===== config.mk =====
export PLATFORM = sky130hd
export DESIGN_NAME = page_pool_alloc
export DESIGN_NICKNAME = d
export VERILOG_FILES = /design/src/rtl/page_pool_pkg.sv /design/src/rtl/span_size_decode.sv /design/src/rtl/span_mask.sv /design/src/rtl/page_bitmap.sv /design/src/rtl/page_pool_alloc.sv
export SDC_FILE = /design/constraint.sdc
export NUM_CORES = 1
export LEC_CHECK = 0
export ABC_AREA = 1
export ABC_CLOCK_PERIOD_IN_PS = 12100
export BUFFER_PORTS_ARGS = -buffer_cell sky130_fd_sc_hd__buf_2
export CAP_MARGIN = 0
export CORE_MARGIN = 8
export CORE_UTILIZATION = 45
export DETAILED_ROUTE_END_ITERATION = 8
export PLACE_DENSITY = 0.64
export REMOVE_ABC_BUFFERS = 1
export SYNTH_ARGS = -nofsm -noshare
export SYNTH_HDL_FRONTEND = slang
export SYNTH_HIERARCHICAL = 1
export SYNTH_SLANG_ARGS = --single-unit

===== constraint.sdc =====
create_clock -name clk -period 12.1 [get_ports clk]
set_clock_uncertainty 0.1 [all_clocks]
set_input_delay 0.605 -clock clk [delete_from_list [all_inputs] [get_ports clk]]
set_output_delay 0.605 -clock clk [all_outputs]
set_load 0.01 [all_outputs]

===== src/rtl/page_pool_pkg.sv =====
// Shared types for the page pool allocator.
package page_pool_pkg;
    // Result codes returned with the done pulse.
    typedef enum logic [1:0] {
        ERR_NONE  = 2'd0,
        ERR_SIZE  = 2'd1,
        ERR_FULL  = 2'd2,
        ERR_RANGE = 2'd3
    } pool_err_e;

    // Controller state.
    typedef enum logic {
        ST_IDLE   = 1'b0,
        ST_SEARCH = 1'b1
    } pool_state_e;

    localparam logic OP_ALLOC = 1'b0;
    localparam logic OP_FREE  = 1'b1;
endpackage


===== src/rtl/span_size_decode.sv =====
// Decodes a page count into a legal/illegal flag and a span length.
// The only legal counts are powers of two, from 1 up to 2**MAX_LOG.
// Assumes: PW can hold 2**MAX_LOG.
module span_size_decode #(
    parameter int MAX_LOG = 3,
    parameter int PW      = MAX_LOG + 1,
    parameter int SW      = 8
) (
    input  logic [PW-1:0] pages,
    output logic          legal,
    output logic [SW-1:0] len
);
    logic [MAX_LOG:0] hit;

    // One comparator for each legal power-of-two size.
    for (genvar k = 0; k <= MAX_LOG; k++) begin : g_hit
        localparam logic [PW-1:0] SIZE_K = PW'(1 << k);
        assign hit[k] = (pages == SIZE_K);
    end

    // Merge the size hits into the outputs.
    always_comb begin
        legal = |hit;
        len   = SW'(pages);
    end
endmodule


===== src/rtl/span_mask.sv =====
// Builds a one-hot-run mask over the pool covering [base, base+len).
// Also reports whether the span ends inside the pool.
// Assumes: SW is wide enough for base+len to reach past NUM_PAGES.
module span_mask #(
    parameter int NUM_PAGES = 128,
    parameter int SW        = 8
) (
    input  logic [SW-1:0]        base,
    input  logic [SW-1:0]        len,
    output logic [NUM_PAGES-1:0] mask,
    output logic                 fits
);
    logic [SW:0] span_end;

    // End of span, one bit wider so it cannot wrap.
    always_comb begin
        span_end = {1'b0, base} + {1'b0, len};
        fits     = (span_end <= (SW+1)'(NUM_PAGES));
    end

    // Range test for each page.
    for (genvar p = 0; p < NUM_PAGES; p++) begin : g_bit
        localparam logic [SW:0] PIDX = (SW+1)'(p);
        assign mask[p] = (PIDX >= {1'b0, base}) && (PIDX < span_end);
    end
endmodule


===== src/rtl/page_bitmap.sv =====
// Occupancy map, one bit per page. At reset the lowest RESERVED
// pages read as used. Set and clear masks come from the controller.
// Assumes: set and clear never target the same bit in one cycle.
module page_bitmap #(
    parameter int NUM_PAGES = 128,
    parameter int RESERVED  = 4
) (
    input  logic                 clk,
    input  logic                 rst_n,
    input  logic                 set_en,
    input  logic                 clr_en,
    input  logic [NUM_PAGES-1:0] upd_mask,
    output logic [NUM_PAGES-1:0] used
);
    localparam logic [NUM_PAGES-1:0] RESET_MAP = NUM_PAGES'((1 << RESERVED) - 1);

    // Map update: claim or free the pages under the mask.
    always_ff @(posedge clk) begin
        if (!rst_n)      used <= RESET_MAP;
        else if (set_en) used <= used | upd_mask;
        else if (clr_en) used <= used & ~upd_mask;
    end
endmodule


===== src/rtl/page_pool_alloc.sv =====
// First-fit contiguous page allocator. An allocation scans candidate
// starts from page 0, one per clock, and claims the first all-free
// span. A release frees a span in one cycle. The reserved low pages
// are never touched.
// Assumes: the caller releases only spans it owns.
module page_pool_alloc
    import page_pool_pkg::*;
#(
    parameter int NUM_PAGES = 128,
    parameter int RESERVED  = 4,
    parameter int MAX_LOG   = 3,
    localparam int AW = $clog2(NUM_PAGES),
    localparam int PW = MAX_LOG + 1
) (
    input  logic          clk,
    input  logic          rst_n,
    input  logic          req_valid,
    input  logic          req_op,
    input  logic [PW-1:0] req_pages,
    input  logic [AW-1:0] req_start,
    output logic          busy,
    output logic          done,
    output logic          ok,
    output logic [1:0]    err_code,
    output logic [AW-1:0] start_page
);
    localparam int SW = AW + 1;
    localparam logic [AW-1:0] RES_L = AW'(RESERVED);

    pool_state_e          state;
    logic [SW-1:0]        cand;
    logic [SW-1:0]        len_q;
    logic [SW-1:0]        req_len;
    logic                 req_legal;
    logic [SW-1:0]        mask_base;
    logic [SW-1:0]        mask_len;
    logic [NUM_PAGES-1:0] span;
    logic                 span_fits;
    logic [NUM_PAGES-1:0] used_map;
    logic                 conflict;
    logic                 accept;
    logic                 set_en;
    logic                 clr_en;

    span_size_decode #(.MAX_LOG(MAX_LOG), .PW(PW), .SW(SW)) u_size (
        .pages (req_pages),
        .legal (req_legal),
        .len   (req_len)
    );

    // One mask generator, shared by the search and the release paths.
    always_comb begin
        if (state == ST_SEARCH) begin
            mask_base = cand;
            mask_len  = len_q;
        end else begin
            mask_base = {1'b0, req_start};
            mask_len  = req_len;
        end
    end

    span_mask #(.NUM_PAGES(NUM_PAGES), .SW(SW)) u_mask (
        .base (mask_base),
        .len  (mask_len),
        .mask (span),
        .fits (span_fits)
    );

    page_bitmap #(.NUM_PAGES(NUM_PAGES), .RESERVED(RESERVED)) u_map (
        .clk      (clk),
        .rst_n    (rst_n),
        .set_en   (set_en),
        .clr_en   (clr_en),
        .upd_mask (span),
        .used     (used_map)
    );

    // Decide accept, conflict and the map write enables.
    always_comb begin
        accept   = req_valid && (state == ST_IDLE);
        conflict = |(used_map & span);
        set_en   = (state == ST_SEARCH) && span_fits && !conflict;
        clr_en   = accept && req_legal && (req_op == OP_FREE)
                   && span_fits && (req_start >= RES_L);
        busy     = (state == ST_SEARCH);
    end

    // Controller: take a request, step the search, post the result.
    always_ff @(posedge clk) begin
        if (!rst_n) begin
            state      <= ST_IDLE;
            cand       <= '0;
            len_q      <= '0;
            done       <= 1'b0;
            ok         <= 1'b0;
            err_code   <= ERR_NONE;
            start_page <= '0;
        end else begin
            done <= 1'b0;
            case (state)
                ST_IDLE: begin
                    if (accept) begin
                        if (!req_legal) begin
                            done     <= 1'b1;
                            ok       <= 1'b0;
                            err_code <= ERR_SIZE;
                        end else if (req_op == OP_ALLOC) begin
                            state <= ST_SEARCH;
                            cand  <= '0;
                            len_q <= req_len;
                        end else if (clr_en) begin
                            done       <= 1'b1;
                            ok         <= 1'b1;
                            err_code   <= ERR_NONE;
                            start_page <= req_start;
                        end else begin
                            done     <= 1'b1;
                            ok       <= 1'b0;
                            err_code <= ERR_RANGE;
                        end
                    end
                end
                ST_SEARCH: begin
                    if (!span_fits) begin
                        state    <= ST_IDLE;
                        done     <= 1'b1;
                        ok       <= 1'b0;
                        err_code <= ERR_FULL;
                    end else if (!conflict) begin
                        state      <= ST_IDLE;
                        done       <= 1'b1;
                        ok         <= 1'b1;
                        err_code   <= ERR_NONE;
                        start_page <= cand[AW-1:0];
                    end else begin
                        cand <= cand + SW'(1);
                    end
                end
                default: state <= ST_IDLE;
            endcase
        end
    end
endmodule


### Yosys cells after proc, flatten, opt, wreduce, memory -nomap -nowiden

Cells that the tools add are included.

| word-level totals | value |
|---|---|
| register bits after elaboration | 152 |
| bits of input ports | 15 |
| word-level logic and storage cells | 474 |

| cells by class | value |
|---|---|
| add/subtract/negate cells | 2 |
| order comparisons | 258 |
| equal/unequal tests | 14 |
| multiplexer cells | 43 |
| bitwise operators | 6 |
| reduce and logical (&&, ||, !) cells | 143 |

Operators by type and width:

| kind | count |
|---|---|
| less-than comparator 7 x 9 -> 1 bit, first input constant | 64 |
| >= comparator 7 x 8 -> 1 bit, first input constant | 64 |
| less-than comparator 6 x 9 -> 1 bit, first input constant | 32 |
| bitwise AND 128 bit | 2 |
| >= comparator 6 x 8 -> 1 bit, first input constant | 32 |
| two-way mux 128 bit | 2 |
| less-than comparator 5 x 9 -> 1 bit, first input constant | 16 |
| logical AND 1 bit | 135 |
| >= comparator 5 x 8 -> 1 bit, first input constant | 16 |
| inverter 128 bit | 1 |
| bitwise OR 128 bit | 1 |
| OR reduction 128 bit | 1 |
| less-than comparator 4 x 9 -> 1 bit, first input constant | 8 |
| >= comparator 4 x 8 -> 1 bit, first input constant | 8 |
| two-way mux 8 bit | 6 |
| two-way mux 7 bit | 6 |
| less-than comparator 3 x 9 -> 1 bit, first input constant | 4 |
| >= comparator 3 x 8 -> 1 bit, first input constant | 4 |
| less-than comparator 1 x 9 -> 1 bit, first input constant | 2 |
| less-than comparator 2 x 9 -> 1 bit, first input constant | 2 |
| >= comparator 1 x 8 -> 1 bit, first input constant | 2 |
| >= comparator 2 x 8 -> 1 bit, first input constant | 2 |
| two-way mux 1 bit | 16 |
| case mux 8 bit (2 select lines) | 1 |
| 24 further kinds | 39 |

### Depth between registers and ports, before layout

Gate-level depths: netlist (run 1).

| depth | value |
|---|---|
| word-level depth | 11 |
| gate-level depth with buffers | 35 |

### Cells and area by module

The synthesis (run 1) kept the hierarchy.

By module, submodules not included:

| module | instances | cells each | area each (µm²) | sequential area each (µm²) |
|---|---|---|---|---|
| page_bitmap | 1 | 684 | 5222.5 | 2562.5 |
| span_mask | 1 | 765 | 3459.6 | 0.0 |
| page_pool_alloc | 1 | 472 | 2326.0 | 560.5 |
| span_size_decode | 1 | 23 | 117.6 | 0.0 |

### Worst setup path before layout (run 1)

OpenSTA, ideal clock, no wires.

| timing path | value |
|---|---|
| kind | register to register |
| start point | reg state, in the netlist busy |
| end point | reg with a tool-made name |
| arrival time | 4.138 ns |
| required time | 11.934 ns |
| path slack | 7.795 ns |
| stages on the path, launching flop included | 31 |
| buffers on the path | 6 |
| clock period less this slack | 4.305 ns |
| path through | dfxtp_1 > buf_2 > inv_1 > buf_2 > o21ai_0 > ha_1 > nand2_1 > inv_1 > a21oi_1 > nand2_1 > nand2_2 > nand3_4 > inv_4 > nand2_4 > buf_6 > o21ai_1 > inv_1 > nand2_1 > nand2_1 > nor2_1 > nand2_1 > nor2_1 > nand2_1 > nor2_2 > nand3_1 > inv_1 > buf_2 > buf_6 > buf_6 > nand2_1 > a21oi_2 |

RTL lines:

| element | RTL line | RTL |
|---|---|---|
| from (decl) | page_pool_alloc.sv:30 | `pool_state_e state;` |
| from (signal assigned) | page_pool_alloc.sv:91 | `state <= ST_IDLE;` |
| from (signal assigned) | page_pool_alloc.sv:108 | `state <= ST_SEARCH;` |
| from (signal assigned) | page_pool_alloc.sv:125 | `state <= ST_IDLE;` |

==> results.py, run 1 <==
metrics = {
    "synthesis": {
        "synth_edf_count": 0,
        "ys_top_cells_by_area": "nand2_1, dfxtp_1, nor2_1",
        "yosysMostFrequentCell": "nand2_1",
        "synth.distinct_cells": 34,
        "ys.flop_type": "dfxtp_1",
        "synthesis.area_sq_um": 11100,
        "synth-simple-area-share": 0.430,
        "synth_mux_area_frac": 0,
        "ys_seq_area_frac": 0.281,
        "yosys.area_share.xor_xnor": 0,
        "synth_top_family_by_area": "simple AND/OR/NAND/NOR gates",
        "synthTopCellsByCount": "nand2_1, nor2_1, dfxtp_1",
        "synth_compound_area_frac": 0.181,
        "ys_ff_latch": 156,
        "yosys.area_share.adder": 0.0119,
        "yosysTopAreaCellShare": 0.285,
        "yosys.area.top_type": "nand2_1",
        "postSynth.asyncResetShare": 0,
        "syn_avg_cell_area_sq_um": 5.72,
        "yosysWarnings": 6,
        "syn_inst": 1944,
    },
    "floorplan": {
        "core_area_sq_um": 24300,
        "initial_core_util": 0.457,
        "die_h_um": 173,
        "die_area_sq_um": 30000,
        "rows": 57,
        "ios": 27,
        "die_x_um": 173,
    },
    "timing": {
        "period_needed_ns": 7.24,
        "holdWs_ns": 0.346,
        "rsz0062_at_grt": "no",
        "final-setup-viol-count": 0,
        "hold_violations": 0,
        "max_clock_freq_mhz": 138,
        "maxSlewHeadroom": 0.310,
        "tns_ns": 0,
        "period_share": 0.599,
        "worstMarginPinSlew_ns": 1.02,
        "slew_violations": 0,
    },
    "worst_setup_path": {
        "reg2regPathDepth": 28,
        "critPathLaunch": "busy$_SDFF_PN0_",
        "cp_common_cell": "nand2_1",
        "cpPeakStageDelay_ns": 0.74,
        "worstSetupPathType": "reg -> reg",
        "crit_path_max_fanout": 85,
        "worstSetupEndpointType": "flop",
        "worstPathArrival_ns": 7.48,
        "crit_cells": 28,
        "cpLargestDelayFamily": "simple AND/OR/NAND/NOR gates",
        "worst_path_max_delay_cell": "buf_4",
        "path_buf_inv": 5,
        "start_kind": "flop",
        "r2r-start": "busy$_SDFF_PN0_",
        "critical_path_required_ns": 12.33,
    },
    "clocking": {
        "clk_pin_slew_worst_paths_ns": 0.07,
        "root_buffer": "clkbuf_16",
        "clock-sinks": 156,
        "htree_levels": 4,
        "postCtsSetupBuffers": 0,
        "holdBufCountCts": 0,
        "cts_buffer_depth": 2,
        "ctsResizeCount": 0,
        "numCtsBuffers": 17,
        "cts_tree": "done",
        "clock_latency_ns": 0.43,
    },
    "worst_hold_path": {
        "whs_path_depth": 2,
        "min_path_type": "reg -> reg",
    },
    "route": {
        "viasPerCell": 5.37,
        "dr.pass1.iters": 6,
        "drtIter0Drc": 1284,
        "wl_per_cell_um": 17.0,
        "ant_nets": 0,
        "drc": 0,
        "vias": 12100,
        "finalWirelength_um": 38400,
    },
    "power_and_ir_drop": {
        "p_per_area_nw_per_um2": 131,
        "vdd_drop_max_mv": 0.0746,
        "power.leakage_nw": 5.10,
    },
    "finish": {
        "fin_util": 0.485,
        "fin_cells": 2251,
        "final_nets": 1939,
        "area_growth_syn_to_layout_pct": 5.97,
        "fillerInstances": 2671,
        "multiInputGateArea_sq_um": 6950,
        "regArea_sq_um": 3120,
        "drive_above_1_share": 0.0950,
        "insertedDiodeCount": 0,
    },
    "flow_run": {
        "maxCapViolCount": 0,
    },
    "global_route": {
        "grt-ovfl-total": 0,
        "grt_pass1_wl_um": 60600,
        "track_usage": 0.250,
        "grt_max_degree": 86,
        "antenna_found_initial": 0,
        "grt_pass1_vias": 11100,
    },
    "place": {
        "dp_hpwl_um": 27600,
        "dpl.cell_count": 2219,
        "gp_congestion": 0.974,
        "io_buffers": 26,
    },
    "run_status": {
        "status": "finished, final reports clean",
    },
}
-- cell type report --
| class | instances | area share |
|---|---|---|
| clock buffer | 20 | 0.0370 |
| clock inverter | 12 | 0.0119 |
| inverter | 141 | 0.0460 |
| multi-input combinational | 1563 | 0.589 |
| sequential | 156 | 0.265 |
| tap | 324 | 0.0344 |
| timing repair buffer | 35 | 0.0168 |
-- cells in the final DEF, fill, tap and decap left out, types with 7 or more instances in the layout --
cell type,count
dfxtp_1,156
buf_2,26
buf_4,9
nand2_1,844
nor2_1,274
clkbuf_16,17
o21ai_1,23
a21oi_1,101
ha_1,9
a21oi_2,84
nand3_1,63
nand2_2,12
inv_1,134
o21ai_0,111
a22oi_1,7
-- final timing paths --
path         endpoint  slack, ns
min              flop       0.35
max              flop       4.86
max reg2reg      flop       4.86
min reg2reg      flop       0.35
-- cell families after synthesis --
family          after synthesis
fa+ha+maj                    10
other cells                   1
simple gates               1216
flops                       156
buf+inv                     228
compound gates              333
-- worst reg2reg max path: cells and delay by family (launching register included) --
kind | cells | cell delay (ns)
flip-flops | 1 | 0.54
AND/OR/NAND/NOR | 20 | 3.67
adder cells (fa/ha/maj) | 2 | 0.68
AO/OA/AOI/OAI | 1 | 0.22
buffers and inverters | 5 | 1.94
-- routing by layer --
layer / share of wire / vias to the layer above / track usage
met5: 0 / - / 0
met3: 0.086 / 76 / 0.0516
li1: - / 6018 / -
met2: 0.42 / 463 / 0.381
met1: 0.47 / 5533 / 0.348
met4: 0.024 / 0 / 0.0762
-- report_power, final --
| part | internal (mW) | leakage (nW) | switching [mW] | total (mW) |
|---|---|---|---|---|
| registers | 0.525 | 1.26 | 0.00696 | 0.532 |
| clock network | 0.307 | 0.277 | 0.236 | 0.543 |
| logic | 0.103 | 3.56 | 0.369 | 0.472 |
-- through the flow --
step | worst slack (ns) | area (sq um) | total power [mW]
3_5_place_dp | 5.04 | 11200 | 0.998
5_1_grt | 4.30 | 11800 | 1.62
6_report | 4.86 | 11800 | 1.55
2_1_floorplan | 5.60 | 10600 | 0.845
4_1_cts | 4.99 | 11800 | 1.54
3_3_place_gp | 5.11 | 11200 | 0.996
No activity file was read; power rests on OpenSTA's default activity.
==> run 2, diff against run 1 <==
Settings changed: ABC_CLOCK_PERIOD_IN_PS 12100 to 6700.
Clock period 12.1 ns to 6.7 ns, I/O delays scaled along.
==> results.py, run 2 (synthesized netlist as in run 1, its figures left out) <==
metrics = {
    "run_status": {
        "status": "finished, final reports clean",
    },
    "floorplan": {
        "rows": 57,
        "core_area_sq_um": 24300,
        "die_x_um": 173,
        "die_h_um": 173,
        "ios": 27,
        "initial_core_util": 0.457,
        "die_area_sq_um": 30000,
    },
    "timing": {
        "tns_ns": 0,
        "period_share": 0.883,
        "max_clock_freq_mhz": 169,
        "slew_violations": 0,
        "worstMarginPinSlew_ns": 0.998,
        "rsz0062_at_grt": "no",
        "hold_violations": 0,
        "maxSlewHeadroom": 0.335,
        "period_needed_ns": 5.92,
        "final-setup-viol-count": 0,
    },
    "global_route": {
        "grt_max_degree": 77,
        "grt_pass1_wl_um": 60200,
        "grt-ovfl-total": 0,
        "track_usage": 0.247,
        "grt_pass1_vias": 10900,
        "antenna_found_initial": 0,
    },
    "route": {
        "drc": 0,
        "finalWirelength_um": 38000,
        "drtIter0Drc": 1325,
        "wl_per_cell_um": 16.8,
        "dr.pass1.iters": 5,
        "viasPerCell": 5.35,
        "ant_nets": 0,
        "vias": 12100,
    },
    "worst_setup_path": {
        "cp_common_cell": "nand2_1",
        "worstSetupPathType": "reg -> reg",
        "crit_path_max_fanout": 76,
        "start_kind": "flop",
        "worst_path_max_delay_cell": "inv_1",
        "critical_path_required_ns": 6.96,
        "worstPathArrival_ns": 6.17,
        "cpPeakStageDelay_ns": 0.50,
        "worstSetupEndpointType": "flop",
    },
    "power_and_ir_drop": {
        "power.total_mw": 2.80,
        "power.leakage_nw": 5.14,
        "p_per_area_nw_per_um2": 235,
        "switching_share": 0.403,
        "seq_power_share": 0.343,
        "vdd_drop_max_mv": 0.159,
        "p_clk_frac": 0.348,
        "power_frac_comb": 0.308,
        "intPower_mw": 1.67,
        "p_switching_mw": 1.13,
    },
    "finish": {
        "final_area_sq_um": 11900,
        "fin_util": 0.488,
        "layout_common_cells": "nand2_1, nor2_1, dfxtp_1",
        "multiInputGateArea_sq_um": 6950,
        "fillerInstances": 2631,
        "insertedDiodeCount": 0,
        "final_common_cell": "nand2_1",
        "final_nets": 1948,
        "regArea_sq_um": 3120,
        "drive_above_1_share": 0.100,
        "area_growth_syn_to_layout_pct": 6.77,
    },
    "clocking": {
        "clock_latency_ns": 0.44,
        "cts_buffer_depth": 2,
        "cts_tree": "done",
        "holdBufCountCts": 0,
        "root_buffer": "clkbuf_16",
        "ctsResizeCount": 0,
        "postCtsSetupBuffers": 0,
        "htree_levels": 4,
        "clk_pin_slew_worst_paths_ns": 0.08,
        "clock-sinks": 156,
        "numCtsBuffers": 17,
    },
    "place": {
        "dpl_cell_area_sq_um": 11300,
        "dp_hpwl_um": 27700,
        "io_buffers": 26,
        "gp_congestion": 1.07,
    },
    "flow_run": {
        "maxCapViolCount": 0,
    },
    "worst_hold_path": {
        "min_path_type": "in -> reg",
    },
}
-- run 2: changes by cell type in the layout (fill, tap and decap cells not counted), moves of 2 or more --
cell,change
clkinv_2,-2
clkinvlp_4,+3
clkbuf_1,-3
buf_4,+7
buf_12,+2
-- run 2: path summary, 6_finish.rpt --
check | end | startpoint | slack, ns | cells past startpoint
min reg2reg | flop | flop | 0.35 | 2
max | flop | busy$_SDFF_PN0_ | 0.78 | 28
min | len_q[2]$_SDFFE_PN0P_ | req_pages[2] | 0.11 | 3
max reg2reg | flop | busy$_SDFF_PN0_ | 0.78 | 28
-- run 2: cell type report --
type / count / share of cell area
Timing Repair Buffer: 44 / 0.0244
Tap cell: 324 / 0.0341
Inverter: 141 / 0.0456
Clock buffer: 18 / 0.0370
Multi-Input combinational cell: 1563 / 0.585
Clock inverter: 13 / 0.0113
Sequential cell: 156 / 0.263
-- run 2: per-stage QoR --
step                      worst slack (ns)  instances  hold slack [ns]
final                                0.785       2259            0.110
after CTS                            0.984       2259            0.105
after global placement                1.03       2228            0.335
after floorplan                      0.199       1860            0.319
after detailed placement              1.01       2228            0.341
after global routing                 0.447       2259            0.150
-- run 2: layer usage --
layer,wire length (um),GRT usage,vias to the layer above
li1,-,-,6032
met3,3170,0.0488,79
met4,952,0.0834,0
met5,0,0,-
met2,16100,0.369,489
met1,17800,0.348,5483
-- run 2: power by group through the flow --
stage	clock [mW]	combinational [mW]	sequential, mW
global route	1.03	0.933	0.962
finish	0.975	0.863	0.960
floorplan	0	0.545	0.982
CTS	0.994	0.828	0.959
global placement	0	0.829	0.980
detailed placement	0	0.825	0.980
-- run 2: worst max-delay path, delay by kind of cell, from the launching register on --
| kind | cells | cell delay, ns |
|---|---|---|
| buffers and inverters | 6 | 1.41 |
| DFF | 1 | 0.31 |
| AOI/OAI and AO/OA | 2 | 0.44 |
| and+or+nand+nor | 18 | 2.82 |
| adders and majority gates | 2 | 0.64 |
